**src/rtl/zbm_pkg.sv**
```systemverilog
package zbm_pkg;

    typedef enum logic [2:0] {
        OP_ACQUIRE   = 3'd0,
        OP_RELEASE   = 3'd1,
        OP_WRITE     = 3'd2,
        OP_READ      = 3'd3,
        OP_FILL      = 3'd4,
        OP_BLOCK     = 3'd5,
        OP_RST_LEVEL = 3'd6,
        OP_RST_PULSE = 3'd7
    } op_e;

    typedef enum logic [3:0] {
        ST_IDLE, ST_ACQ, ST_REL,
        ST_WSET, ST_WSTB, ST_WHLD,
        ST_RSET, ST_RSTB1, ST_RSTB2, ST_RHLD,
        ST_BSET, ST_BSTB, ST_BEND,
        ST_PULSE
    } st_e;

    typedef struct packed {
        logic mreq_n;
        logic rd_n;
        logic wr_n;
        logic data_oe;
    } strobes_t;

    function automatic logic op_uses_bus(op_e op);
        return (op == OP_WRITE) || (op == OP_READ) ||
               (op == OP_FILL)  || (op == OP_BLOCK);
    endfunction

    function automatic strobes_t strobes_of(st_e s);
        strobes_t r;
        r.mreq_n  = 1'b1;
        r.rd_n    = 1'b1;
        r.wr_n    = 1'b1;
        r.data_oe = 1'b0;
        case (s)
            ST_WSET, ST_WHLD, ST_BSET, ST_BEND: begin
                r.mreq_n  = 1'b0;
                r.data_oe = 1'b1;
            end
            ST_WSTB, ST_BSTB: begin
                r.mreq_n  = 1'b0;
                r.wr_n    = 1'b0;
                r.data_oe = 1'b1;
            end
            ST_RSET, ST_RHLD: r.mreq_n = 1'b0;
            ST_RSTB1, ST_RSTB2: begin
                r.mreq_n = 1'b0;
                r.rd_n   = 1'b0;
            end
            default: ;
        endcase
        return r;
    endfunction

endpackage

```
**src/rtl/zbm_sync.sv**
```systemverilog
module zbm_sync #(
    parameter int   STAGES    = 2,
    parameter logic RESET_VAL = 1'b1
) (
    input  logic clk,
    input  logic rst,
    input  logic d,
    output logic q
);
    logic [STAGES-1:0] chain;

    always_ff @(posedge clk) begin
        if (rst) chain <= {STAGES{RESET_VAL}};
        else     chain <= {chain[STAGES-2:0], d};
    end

    assign q = chain[STAGES-1];
endmodule

```
**src/rtl/zbm_rst_pulse.sv**
```systemverilog
module zbm_rst_pulse #(
    parameter int TICK_W     = 16,
    parameter int DEF_TICKS  = 48
) (
    input  logic              clk,
    input  logic              rst,
    input  logic              set_level,
    input  logic              level,
    input  logic              start,
    input  logic [TICK_W-1:0] ticks,
    output logic              cpu_rst_n,
    output logic              active
);
    localparam logic [TICK_W-1:0] DEF_LOAD = TICK_W'(DEF_TICKS - 1);

    logic [TICK_W-1:0] remaining;

    always_ff @(posedge clk) begin
        if (rst) begin
            cpu_rst_n <= 1'b1;
            remaining <= '0;
            active    <= 1'b0;
        end else if (start) begin
            cpu_rst_n <= 1'b0;
            remaining <= (ticks == '0) ? DEF_LOAD : ticks - 1'b1;
            active    <= 1'b1;
        end else if (set_level) begin
            cpu_rst_n <= level;
            active    <= 1'b0;
        end else if (active) begin
            if (remaining == '0) begin
                cpu_rst_n <= 1'b1;
                active    <= 1'b0;
            end else begin
                remaining <= remaining - 1'b1;
            end
        end
    end
endmodule

```
**src/rtl/zbm_seq.sv**
```systemverilog
module zbm_seq
    import zbm_pkg::*;
#(
    parameter int ADDR_W = 19,
    parameter int DATA_W = 8,
    parameter int LEN_W  = 16
) (
    input  logic              clk,
    input  logic              rst,
    input  logic              cmd_valid,
    input  op_e               cmd_op,
    input  logic [ADDR_W-1:0] cmd_addr,
    input  logic [DATA_W-1:0] cmd_data,
    input  logic [LEN_W-1:0]  cmd_len,
    input  logic [DATA_W-1:0] data_i,
    input  logic [DATA_W-1:0] blk_data,
    input  logic              ack_seen_n,
    input  logic              pulse_active,
    output strobes_t          strb,
    output logic              busreq_n,
    output logic              owned,
    output logic [ADDR_W-1:0] addr_q,
    output logic [DATA_W-1:0] data_q,
    output logic              busy,
    output logic              err,
    output logic              rd_valid,
    output logic [DATA_W-1:0] rd_data,
    output logic              blk_take,
    output logic              pulse_start,
    output logic              level_set,
    output logic              level_val
);
    st_e              state;
    logic [LEN_W-1:0] remain;
    logic             is_blk;
    logic             accept;
    logic             bad;
    logic             more;

    assign accept = cmd_valid && (state == ST_IDLE);
    assign bad    = op_uses_bus(cmd_op) &&
                    (!owned || (((cmd_op == OP_FILL) || (cmd_op == OP_BLOCK)) &&
                                (cmd_len == '0)));
    assign more   = remain > LEN_W'(1);

    assign busy        = (state != ST_IDLE);
    assign strb        = strobes_of(state);
    assign pulse_start = accept && (cmd_op == OP_RST_PULSE);
    assign level_set   = accept && (cmd_op == OP_RST_LEVEL);
    assign level_val   = cmd_data[0];
    assign blk_take    = (accept && (cmd_op == OP_BLOCK) && !bad) ||
                         ((state == ST_BSTB) && is_blk && more);

    always_ff @(posedge clk) begin
        if (rst) begin
            state    <= ST_IDLE;
            owned    <= 1'b0;
            busreq_n <= 1'b1;
            err      <= 1'b0;
            rd_valid <= 1'b0;
            rd_data  <= '0;
            addr_q   <= '0;
            data_q   <= '0;
            remain   <= '0;
            is_blk   <= 1'b0;
        end else begin
            err      <= 1'b0;
            rd_valid <= 1'b0;
            case (state)
                ST_IDLE: if (accept) begin
                    case (cmd_op)
                        OP_ACQUIRE: begin
                            busreq_n <= 1'b0;
                            state    <= ST_ACQ;
                        end
                        OP_RELEASE: begin
                            owned    <= 1'b0;
                            busreq_n <= 1'b1;
                            state    <= ST_REL;
                        end
                        OP_RST_LEVEL: ;
                        OP_RST_PULSE: state <= ST_PULSE;
                        default: begin
                            if (bad) begin
                                err <= 1'b1;
                            end else begin
                                addr_q <= cmd_addr;
                                remain <= cmd_len;
                                is_blk <= (cmd_op == OP_BLOCK);
                                data_q <= (cmd_op == OP_BLOCK) ? blk_data : cmd_data;
                                case (cmd_op)
                                    OP_WRITE: state <= ST_WSET;
                                    OP_READ:  state <= ST_RSET;
                                    default:  state <= ST_BSET;
                                endcase
                            end
                        end
                    endcase
                end
                ST_ACQ: if (!ack_seen_n) begin
                    owned <= 1'b1;
                    state <= ST_IDLE;
                end
                ST_REL:   if (ack_seen_n) state <= ST_IDLE;
                ST_WSET:  state <= ST_WSTB;
                ST_WSTB:  state <= ST_WHLD;
                ST_WHLD:  state <= ST_IDLE;
                ST_RSET:  state <= ST_RSTB1;
                ST_RSTB1: state <= ST_RSTB2;
                ST_RSTB2: begin
                    rd_data  <= data_i;
                    rd_valid <= 1'b1;
                    state    <= ST_RHLD;
                end
                ST_RHLD:  state <= ST_IDLE;
                ST_BSET:  state <= ST_BSTB;
                ST_BSTB: begin
                    if (more) begin
                        remain <= remain - 1'b1;
                        addr_q <= addr_q + 1'b1;
                        if (is_blk) data_q <= blk_data;
                        state  <= ST_BSET;
                    end else begin
                        state  <= ST_BEND;
                    end
                end
                ST_BEND:  state <= ST_IDLE;
                ST_PULSE: if (!pulse_active) state <= ST_IDLE;
                default:  state <= ST_IDLE;
            endcase
        end
    end
endmodule

```
**src/rtl/zbus_master.sv**
```systemverilog
module zbus_master
    import zbm_pkg::*;
#(
    parameter int              ADDR_W      = 19,
    parameter int              DATA_W      = 8,
    parameter int              LEN_W       = 16,
    parameter int              SYNC_STAGES = 2,
    parameter int              PULSE_DEF   = 48,
    parameter logic [ADDR_W-1:0] UNBUF_MASK = 19'h7C080
) (
    input  logic              clk,
    input  logic              rst,
    input  logic              cmd_valid,
    input  logic [2:0]        cmd_op,
    input  logic [ADDR_W-1:0] cmd_addr,
    input  logic [DATA_W-1:0] cmd_data,
    input  logic [LEN_W-1:0]  cmd_len,
    output logic              busy,
    output logic              err,
    output logic              rd_valid,
    output logic [DATA_W-1:0] rd_data,
    output logic              blk_take,
    input  logic [DATA_W-1:0] blk_data,
    output logic              bus_owned,
    output logic              busreq_n,
    input  logic              busack_n,
    output logic [ADDR_W-1:0] addr_o,
    output logic [ADDR_W-1:0] addr_oe,
    output logic [DATA_W-1:0] data_o,
    input  logic [DATA_W-1:0] data_i,
    output logic              data_oe,
    output logic              mreq_n,
    output logic              rd_n,
    output logic              wr_n,
    output logic              cpu_rst_n
);
    logic     ack_seen_n;
    logic     pulse_active;
    logic     pulse_start;
    logic     level_set;
    logic     level_val;
    strobes_t strb;

    zbm_sync #(.STAGES(SYNC_STAGES), .RESET_VAL(1'b1)) ack_sync_i (
        .clk (clk),
        .rst (rst),
        .d   (busack_n),
        .q   (ack_seen_n)
    );

    zbm_rst_pulse #(.TICK_W(LEN_W), .DEF_TICKS(PULSE_DEF)) rst_gen_i (
        .clk       (clk),
        .rst       (rst),
        .set_level (level_set),
        .level     (level_val),
        .start     (pulse_start),
        .ticks     (cmd_len),
        .cpu_rst_n (cpu_rst_n),
        .active    (pulse_active)
    );

    zbm_seq #(.ADDR_W(ADDR_W), .DATA_W(DATA_W), .LEN_W(LEN_W)) seq_i (
        .clk          (clk),
        .rst          (rst),
        .cmd_valid    (cmd_valid),
        .cmd_op       (op_e'(cmd_op)),
        .cmd_addr     (cmd_addr),
        .cmd_data     (cmd_data),
        .cmd_len      (cmd_len),
        .data_i       (data_i),
        .blk_data     (blk_data),
        .ack_seen_n   (ack_seen_n),
        .pulse_active (pulse_active),
        .strb         (strb),
        .busreq_n     (busreq_n),
        .owned        (bus_owned),
        .addr_q       (addr_o),
        .data_q       (data_o),
        .busy         (busy),
        .err          (err),
        .rd_valid     (rd_valid),
        .rd_data      (rd_data),
        .blk_take     (blk_take),
        .pulse_start  (pulse_start),
        .level_set    (level_set),
        .level_val    (level_val)
    );

    assign mreq_n  = strb.mreq_n;
    assign rd_n    = strb.rd_n;
    assign wr_n    = strb.wr_n;
    assign data_oe = strb.data_oe;
    assign addr_oe = bus_owned ? {ADDR_W{1'b1}} : ~UNBUF_MASK;
endmodule

```
**config.mk**
```make
export PLATFORM = sky130hd
export DESIGN_NAME = zbus_master
export DESIGN_NICKNAME = d
export VERILOG_FILES = /design/src/rtl/zbm_pkg.sv /design/src/rtl/zbm_sync.sv /design/src/rtl/zbm_rst_pulse.sv /design/src/rtl/zbm_seq.sv /design/src/rtl/zbus_master.sv
export SDC_FILE = /design/constraint.sdc
export NUM_CORES = 1
export LEC_CHECK = 0
export CAP_MARGIN = 20
export CORE_MARGIN = 2
export CORE_UTILIZATION = 25
export DETAILED_ROUTE_END_ITERATION = 8
export PLACE_DENSITY = 0.53
export SLEW_MARGIN = 20
export SYNTH_ARGS = -nofsm -noshare
export SYNTH_HDL_FRONTEND = slang
export SYNTH_HIERARCHICAL = 1
export SYNTH_SLANG_ARGS = --single-unit
```
**constraint.sdc**
```tcl
create_clock -name clk -period 3.1 [get_ports clk]
set_clock_uncertainty 0.2 [all_clocks]
set_input_delay 0.93 -clock clk [delete_from_list [all_inputs] [get_ports clk]]
set_output_delay 0.93 -clock clk [all_outputs]
set_load 0.03 [all_outputs]
```
==> results of run 1 <==
## per-layer routing
layer | vias to the layer above | GRT usage | part of all wire
li1 | 2893 | - | -
met1 | 2764 | 0.223 | 0.46
met2 | 187 | 0.275 | 0.48
met3 | 14 | 0.0310 | 0.054
met4 | 0 | 0.0439 | 0.013
met5 | - | 0 | 0
## placed cells by master (no fill, tap or decap), types with 16 or more instances in the layout
| cell type | n |
|---|---|
| sky130_fd_sc_hd__o32ai_1 | 16 |
| sky130_fd_sc_hd__dfxtp_1 | 78 |
| sky130_fd_sc_hd__a21oi_1 | 54 |
| sky130_fd_sc_hd__nor3_1 | 22 |
| sky130_fd_sc_hd__nor2_1 | 38 |
| sky130_fd_sc_hd__inv_1 | 27 |
| sky130_fd_sc_hd__clkdlybuf4s50_1 | 92 |
| sky130_fd_sc_hd__nand2_1 | 85 |
| sky130_fd_sc_hd__buf_4 | 89 |
| sky130_fd_sc_hd__o21ai_0 | 21 |
## worst min path at each step
stage | startpoint | end | slack, ns | cells after the start
2_1_floorplan | ack_sync_i/chain[0] | ack_sync_i/chain[1] | 0.18 | 1
3_3_place_gp | ack_sync_i/chain[0] | ack_sync_i/chain[1] | 0.22 | 1
3_5_place_dp | ack_sync_i/chain[0] | ack_sync_i/chain[1] | 0.20 | 1
4_1_cts | ack_sync_i/chain[0] | ack_sync_i/chain[1] | 0.23 | 1
5_1_grt | ack_sync_i/chain[0] | ack_sync_i/chain[1] | 0.23 | 1
6_report | ack_sync_i/chain[0] | ack_sync_i/chain[1] | 0.22 | 1
## sequential cells by signal, summed over array words and instances (netlist names)
| signal | count |
|---|---|
| rst_gen_i/remaining | 16 |
| seq_i/rd_valid | 1 |
| seq_i/remain | 16 |
| seq_i/rd_data | 8 |
| seq_i/busreq_n | 1 |
| seq_i/err | 1 |
| seq_i/state | 4 |
| seq_i/data_q | 8 |
| rst_gen_i/active | 1 |
| seq_i/is_blk | 1 |
| ack_sync_i/chain | 2 |
| seq_i/owned | 1 |
| seq_i/addr_q | 19 |
| rst_gen_i/cpu_rst_n | 1 |
## worst max-delay path: cells and delay by family, from the launching register on
kind | cells | cell delay [ns]
AOI/OAI and AO/OA | 2 | 0.30
buffers and inverters | 1 | 0.18
DFF | 1 | 0.32
and+or+nand+nor | 3 | 1.11
## cell type report
cell class | instances | area share
Multi-Input combinational cell | 527 | 0.447
Clock inverter | 3 | 0.00511
Tap cell | 275 | 0.0439
Sequential cell | 80 | 0.205
Timing Repair Buffer | 213 | 0.252
Clock buffer | 12 | 0.0340
Inverter | 27 | 0.0129
## synth_stat cells, drive strengths merged, types with 9 or more instances
| cell type | instances | area share |
|---|---|---|
| dfxtp | 80 | 0.30 |
| a22oi | 13 | 0.018 |
| o22ai | 12 | 0.015 |
| nand2 | 87 | 0.062 |
| nand2b | 11 | 0.013 |
| a21oi | 55 | 0.051 |
| buf | 33 | 0.048 |
| nor2 | 40 | 0.031 |
| a32o | 9 | 0.017 |
| nor3 | 25 | 0.026 |
| o32ai | 17 | 0.029 |
| clkbuf | 32 | 0.022 |
| a221oi | 11 | 0.022 |
| nor4 | 18 | 0.024 |
| or3 | 9 | 0.010 |
| nand3 | 15 | 0.014 |
| mux2 | 9 | 0.019 |
| inv | 27 | 0.019 |
| nand4 | 11 | 0.013 |
| o21ai | 31 | 0.031 |
| mux2i | 13 | 0.024 |
## what timing repair did
action                                  CTS  global route
gates resized for setup                  47            14
setup buffers                             1             1
pin swaps                                 9             6
endpoints found under the hold margin     0             0
endpoints found under the setup margin   17             6
hold buffers                              0             0
## where the power goes
part           internal (mW)  switching (mW)
logic                  0.571           0.749
clock network          0.684           0.454
registers               1.11          0.0794
## cells by family (layout without fill, tap and decap cells)
kind of cell / count (synthesis) / after routing
xor+xnor: 13 / 13
mux: 22 / 22
buf+inv: 92 / 255
fa+ha+maj: 6 / 6
simple gates: 265 / 265
other cells: 1 / 13
flops: 80 / 80
compound gates: 208 / 208
## stage by stage
step / hold slack (ns) / cells / power, mW / util
final: 0.219 / 1137 / 3.64 / 0.370
after global routing: 0.230 / 1137 / 3.86 / 0.370
after CTS: 0.226 / 1136 / 3.69 / 0.367
after detailed placement: 0.204 / 1120 / 2.52 / 0.351
after global placement: 0.221 / 1120 / 2.52 / 0.351
after floorplan: 0.183 / 699 / 1.99 / -
==> impl_metrics.prom, run 1 <==
# TYPE chip_impl_metric gauge
chip_impl_metric{name="synthMuxAreaShare",unit=""} 0.0427
chip_impl_metric{name="grt_start_max_net_pins",unit=""} 33
chip_impl_info{name="rsz0062_at_grt",value="true"} 1
chip_impl_metric{name="number_of_cells_on_the_worst_reg_to_reg_path",unit=""} 11
chip_impl_metric{name="place_worst_setup_slack",unit="ns"} -0.856
chip_impl_info{name="clk_root_buffer_cell",value="sky130_fd_sc_hd__clkbuf_16"} 1
chip_impl_metric{name="num_vias",unit=""} 5858
chip_impl_metric{name="synthXorXnorAreaFrac",unit=""} 0.0210
chip_impl_metric{name="final_nets",unit=""} 930
chip_impl_metric{name="synth_seq_area_share",unit=""} 0.295
chip_impl_metric{name="tritoncts.num_buffers",unit=""} 9
chip_impl_metric{name="drive_above_1_share",unit=""} 0.198
chip_impl_metric{name="clk_slew_on_worst_s_h_paths",unit="ns"} 0.06
chip_impl_metric{name="die_outline_width",unit="um"} 151
chip_impl_info{name="worst_setup_path_start_kind",value="register"} 1
chip_impl_metric{name="overflow",unit=""} 0
chip_impl_metric{name="worst_slew_margin_rel",unit=""} 0.474
chip_impl_metric{name="postSynthCellCount",unit=""} 687
chip_impl_metric{name="netlist_area",unit="mm^2"} 0.00542
chip_impl_info{name="critical-path-slowest-cell",value="sky130_fd_sc_hd__or4_4"} 1
chip_impl_metric{name="path_max_fanout",unit=""} 2
chip_impl_metric{name="post-route-cell-area",unit="mm^2"} 0.00783
chip_impl_metric{name="fillerInstances",unit=""} 2219
chip_impl_metric{name="synth_simple_gate_area_share",unit=""} 0.262
chip_impl_metric{name="route.final.wire_length",unit="um"} 19000
chip_impl_metric{name="htree_num_levels",unit=""} 3
chip_impl_metric{name="fin_crit_sh",unit=""} 1.10
chip_impl_metric{name="detailed_place.area",unit="mm^2"} 0.00742
chip_impl_metric{name="dp.final_hpwl",unit="um"} 13800
chip_impl_metric{name="final-setup-viol-count",unit=""} 1
chip_impl_metric{name="timing.fmax",unit="MHz"} 294
chip_impl_metric{name="floorplan.die_area",unit="mm^2"} 0.0229
chip_impl_metric{name="synthesis.yosys.warnings",unit=""} 6
chip_impl_metric{name="cts_num_sinks",unit=""} 80
chip_impl_info{name="crit-reg2reg-launch",value="seq_i/state[1]"} 1
chip_impl_info{name="timing.setup.critical_path_class",value="register to primary output"} 1
chip_impl_metric{name="worst_ep_required_time",unit="ns"} 1.97
chip_impl_metric{name="final_period_minus_worst_setup_slack",unit="ns"} 3.40
chip_impl_metric{name="grt_usage",unit=""} 0.167
chip_impl_info{name="dominant_combinational_cell_family_by_area_after_synthesis",value="compound AO/OA/AOI/OAI gates"} 1
chip_impl_metric{name="gp_congestion",unit=""} 0.821
chip_impl_metric{name="wire_length_of_the_first_global_routing_pass",unit="um"} 29700
chip_impl_metric{name="initial_utilization",unit=""} 0.256
chip_impl_metric{name="ioPinCount",unit=""} 131
chip_impl_metric{name="leakagePower",unit="nW"} 2.99
chip_impl_metric{name="viasPerCell",unit=""} 5.15
chip_impl_metric{name="synth.lib_cells_used.distinct",unit=""} 80
chip_impl_metric{name="timing_worst_slew_pin_value",unit="ns"} 0.787
chip_impl_metric{name="firstDrtPassIters",unit=""} 5
chip_impl_metric{name="pwrdens",unit="mW/mm^2"} 465
chip_impl_info{name="cp_cell_sequence",value="or4_4 > or4b_4 > o21a_1 > nand2_4 > o41ai_4 > buf_4"} 1
chip_impl_metric{name="multi_input_area",unit="mm^2"} 0.00350
chip_impl_metric{name="floorplan.core_area",unit="mm^2"} 0.0212
chip_impl_metric{name="synth_compound_gate_area_share",unit=""} 0.276
chip_impl_metric{name="drv.max_cap_violation_count",unit=""} 0
chip_impl_info{name="cts_tree",value="yes"} 1
chip_impl_info{name="holdCritPathClass",value="register to register"} 1
chip_impl_metric{name="flow.area_growth_from_synthesis",unit="%"} 44.5
chip_impl_metric{name="report.final.slew_viol_count",unit=""} 0
chip_impl_metric{name="worst_ep_arrival_time",unit="ns"} 2.27
chip_impl_metric{name="synthAdderAreaFrac",unit=""} 0.0138
chip_impl_metric{name="sequential_cell_area",unit="mm^2"} 0.00160
chip_impl_metric{name="numPortBuffers",unit=""} 117
chip_impl_metric{name="timing.reg2reg.setup_slack",unit="ns"} 0.43
chip_impl_metric{name="asyncSetResetFlopFracSynth",unit=""} 0
chip_impl_metric{name="setup_slack",unit="ns"} -0.298
chip_impl_metric{name="initial_antenna_violation_count",unit=""} 0
chip_impl_info{name="worst_setup_path_endpoint",value="blk_take"} 1
chip_impl_info{name="run_status",value="finished with violations"} 1
chip_impl_metric{name="hold_violations",unit=""} 0
chip_impl_metric{name="sum_of_negative_setup_slack",unit="ns"} -0.298
chip_impl_metric{name="routedWlPerCell",unit="um"} 16.7
chip_impl_info{name="endpoint_kind",value="primary output"} 1
chip_impl_metric{name="grt_pass1_vias",unit=""} 5474
chip_impl_metric{name="worst_path_largest_cell_delay",unit="ns"} 0.54
chip_impl_info{name="ys.flop_type",value="sky130_fd_sc_hd__dfxtp_1"} 1
chip_impl_metric{name="count_of_antenna_diodes_in_the_layout",unit=""} 0
chip_impl_metric{name="clock_tree.buffer_depth",unit=""} 2
chip_impl_info{name="end_of_the_worst_register_to_register_path",value="rst_gen_i/remaining[8]"} 1
chip_impl_info{name="violations",value="setup timing"} 1
chip_impl_metric{name="ir_worst_vdd",unit="V"} 0.000261
chip_impl_metric{name="synth_edf_count",unit=""} 0
chip_impl_metric{name="later_pin_clock_latency_in_the_skew_report",unit="ns"} 0.35
chip_impl_metric{name="num_rows",unit=""} 53
chip_impl_metric{name="post_synth.cell_area_avg",unit="um^2"} 7.89
chip_impl_metric{name="ant_nets",unit=""} 0
chip_impl_metric{name="drt_iter0_markers",unit=""} 406
chip_impl_metric{name="remaining_drc_errors",unit=""} 0
chip_impl_info{name="critical_path_source",value="seq_i/remain[7]"} 1
chip_impl_metric{name="synth_seq_cells",unit=""} 80
chip_impl_metric{name="die_height",unit="um"} 151
Note: power is estimated with default switching activity, not from simulation.
==> run 2: changes to the inputs <==
SKIP_CTS_REPAIR_TIMING = 1   (was unset)
==> run 2 against run 1 <==
The run still ends with setup timing left. Wire length about the same. Die area unchanged. Global-route usage down 0.063 points. Maximum frequency down 0.97%. Register-to-register slack about the same.
==> impl_metrics.prom, run 2 (same netlist as run 1, synthesis figures left out) <==
# TYPE chip_impl_metric gauge
chip_impl_info{name="run_status",value="finished with violations"} 1
chip_impl_info{name="violations",value="setup timing"} 1
chip_impl_metric{name="dp_cells",unit=""} 1120
chip_impl_metric{name="setup_slack",unit="ns"} -0.331
chip_impl_metric{name="count_of_antenna_diodes_in_the_layout",unit=""} 0
chip_impl_metric{name="switching_share",unit=""} 0.352
chip_impl_metric{name="viasPerCell",unit=""} 5.13
chip_impl_metric{name="gp_congestion",unit=""} 0.821
chip_impl_metric{name="num_vias",unit=""} 5824
chip_impl_metric{name="final_nets",unit=""} 928
chip_impl_metric{name="place_worst_setup_slack",unit="ns"} -0.856
chip_impl_metric{name="worst_ep_required_time",unit="ns"} 1.97
chip_impl_metric{name="grt_use_met1",unit=""} 0.223
chip_impl_metric{name="finalPower",unit="mW"} 3.64
chip_impl_metric{name="drt_iter0_markers",unit=""} 387
chip_impl_metric{name="floorplan.die_area",unit="mm^2"} 0.0229
chip_impl_metric{name="htree_num_levels",unit=""} 3
chip_impl_metric{name="grt_pass1_vias",unit=""} 5452
chip_impl_metric{name="final_core_utilization",unit=""} 0.371
chip_impl_metric{name="grt_start_max_net_pins",unit=""} 33
chip_impl_info{name="cts_tree",value="yes"} 1
chip_impl_info{name="mostFrequentLayoutCells",value="93 x sky130_fd_sc_hd__clkdlybuf4s50_1, 89 x sky130_fd_sc_hd__buf_4, 85 x sky130_fd_sc_hd__nand2_1"} 1
chip_impl_metric{name="pwrdens",unit="mW/mm^2"} 464
chip_impl_metric{name="grt_usage",unit=""} 0.166
chip_impl_metric{name="initial_utilization",unit=""} 0.256
chip_impl_info{name="reg_top3",value="seq_i/addr_q: 19 flops, rst_gen_i/remaining: 16 flops, seq_i/remain: 16 flops"} 1
chip_impl_metric{name="timing_worst_slew_pin_value",unit="ns"} 0.781
chip_impl_metric{name="grt.met3_usage",unit=""} 0.0310
chip_impl_metric{name="pwr-share-comb",unit=""} 0.362
chip_impl_metric{name="post-route-cell-area",unit="mm^2"} 0.00785
chip_impl_info{name="holdCritPathClass",value="register to register"} 1
chip_impl_metric{name="use_met2",unit=""} 0.272
chip_impl_metric{name="route.final.wire_length",unit="um"} 19000
chip_impl_info{name="worst_setup_path_start_kind",value="register"} 1
chip_impl_metric{name="overflow",unit=""} 0
chip_impl_metric{name="timing.fmax",unit="MHz"} 291
chip_impl_metric{name="worst_ep_arrival_time",unit="ns"} 2.30
chip_impl_metric{name="ioPinCount",unit=""} 131
chip_impl_metric{name="drv.max_cap_violation_count",unit=""} 0
chip_impl_metric{name="report.final.slew_viol_count",unit=""} 0
chip_impl_metric{name="detailed_place.area",unit="mm^2"} 0.00742
chip_impl_metric{name="num_rows",unit=""} 53
chip_impl_metric{name="cts_num_sinks",unit=""} 80
chip_impl_metric{name="fin_crit_sh",unit=""} 1.11
chip_impl_metric{name="initial_antenna_violation_count",unit=""} 0
chip_impl_metric{name="die_outline_width",unit="um"} 151
chip_impl_metric{name="path_max_fanout",unit=""} 2
chip_impl_info{name="top_register",value="seq_i/addr_q"} 1
chip_impl_metric{name="worst_slew_margin_rel",unit=""} 0.478
chip_impl_metric{name="leakagePower",unit="nW"} 3.09
chip_impl_metric{name="clock_tree.buffer_depth",unit=""} 2
chip_impl_metric{name="multi_input_area",unit="mm^2"} 0.00350
chip_impl_metric{name="number_of_flip_flops_under_the_largest_register_name",unit=""} 19
chip_impl_metric{name="routedWlPerCell",unit="um"} 16.7
chip_impl_metric{name="finalNonFillerCells",unit=""} 1135
chip_impl_info{name="endpoint_kind",value="primary output"} 1
chip_impl_metric{name="later_pin_clock_latency_in_the_skew_report",unit="ns"} 0.35
chip_impl_metric{name="clk_slew_on_worst_s_h_paths",unit="ns"} 0.06
chip_impl_info{name="timing.setup.critical_path_class",value="register to primary output"} 1
chip_impl_metric{name="floorplan.core_area",unit="mm^2"} 0.0212
chip_impl_metric{name="ant_nets",unit=""} 0
chip_impl_info{name="global_route.peak_usage_layer",value="met2"} 1
chip_impl_info{name="layout.cells.most_common",value="sky130_fd_sc_hd__clkdlybuf4s50_1"} 1
chip_impl_metric{name="wire_length_of_the_first_global_routing_pass",unit="um"} 29600
chip_impl_metric{name="drive_above_1_share",unit=""} 0.193
chip_impl_metric{name="total_switching_power",unit="mW"} 1.28
chip_impl_metric{name="sequential_cell_area",unit="mm^2"} 0.00160
chip_impl_metric{name="internal-power",unit="mW"} 2.36
chip_impl_metric{name="tritoncts.num_buffers",unit=""} 9
chip_impl_metric{name="die_height",unit="um"} 151
chip_impl_metric{name="fillerInstances",unit=""} 2206
chip_impl_metric{name="final-setup-viol-count",unit=""} 1
chip_impl_metric{name="power.sequential.fraction",unit=""} 0.325
chip_impl_metric{name="clockPowerShare",unit=""} 0.313
chip_impl_metric{name="final_period_minus_worst_setup_slack",unit="ns"} 3.43
chip_impl_metric{name="ir_worst_vdd",unit="V"} 0.000261
chip_impl_info{name="rsz0062_at_grt",value="true"} 1
chip_impl_metric{name="flow.area_growth_from_synthesis",unit="%"} 44.7
chip_impl_metric{name="hold_violations",unit=""} 0
chip_impl_metric{name="dp.final_hpwl",unit="um"} 13800
chip_impl_metric{name="remaining_drc_errors",unit=""} 0
chip_impl_metric{name="firstDrtPassIters",unit=""} 5
chip_impl_info{name="clk_root_buffer_cell",value="sky130_fd_sc_hd__clkbuf_16"} 1
chip_impl_metric{name="numPortBuffers",unit=""} 117
## run 2: cell count changes in the layout (fill, tap and decap cells not counted), moves of 2 or more
cell	previous run	this run
sky130_fd_sc_hd__buf_2	3	1
sky130_fd_sc_hd__buf_6	3	0
sky130_fd_sc_hd__clkbuf_2	0	2
sky130_fd_sc_hd__clkdlybuf4s15_1	6	0
sky130_fd_sc_hd__dlygate4sd2_1	7	0
sky130_fd_sc_hd__dlymetal6s2s_1	4	19
## run 2: final cells by class
cell class,instances,share of cell area
sequential,80,0.204
timing repair buffer,211,0.254
clock buffer,12,0.0340
inverter,27,0.0129
clock inverter,3,0.00510
tap,275,0.0438
multi-input combinational,527,0.446
## run 2: power by group through the flow
stage | Sequential [mW] | Combinational (mW) | Clock [mW]
global route | 1.20 | 1.44 | 1.22
finish | 1.18 | 1.32 | 1.14
CTS | 1.18 | 1.32 | 1.18
floorplan | 1.25 | 0.740 | 0
global placement | 1.21 | 1.32 | 0
detailed placement | 1.21 | 1.31 | 0
## run 2: final timing paths
kind / from / endpoint / slack (ns) / cells after the start
min reg2reg: ack_sync_i/chain[0] / ack_sync_i/chain[1] / 0.22 / 1
max: seq_i/remain[7] / blk_take / -0.33 / 6
min: ack_sync_i/chain[0] / ack_sync_i/chain[1] / 0.22 / 1
max reg2reg: seq_i/state[1] / rst_gen_i/remaining[8] / 0.44 / 11
## run 2: critical path, stage by stage (launching register included)
cell                      delay, ns
sky130_fd_sc_hd__dfxtp_2       0.32
sky130_fd_sc_hd__or4_4         0.54
sky130_fd_sc_hd__or4b_4        0.54
sky130_fd_sc_hd__o21a_1        0.23
sky130_fd_sc_hd__nand2_4       0.07
sky130_fd_sc_hd__o41ai_4       0.07
sky130_fd_sc_hd__buf_4         0.18
## run 2: metrics by stage
| stage | TNS, ns | hold slack [ns] |
|---|---|---|
| global placement | -17.64 | 0.221 |
| CTS | -1.83 | 0.226 |
| finish | -0.331 | 0.219 |
| global route | -0.406 | 0.230 |
| detailed placement | -17.57 | 0.204 |
| floorplan | -0.0992 | 0.183 |
## run 2: metal layers
layer  vias up  wire (um)
met5         -          0
met4         0        241
met3        14        992
met2       172       9040
met1      2753       8710
li1       2885          -
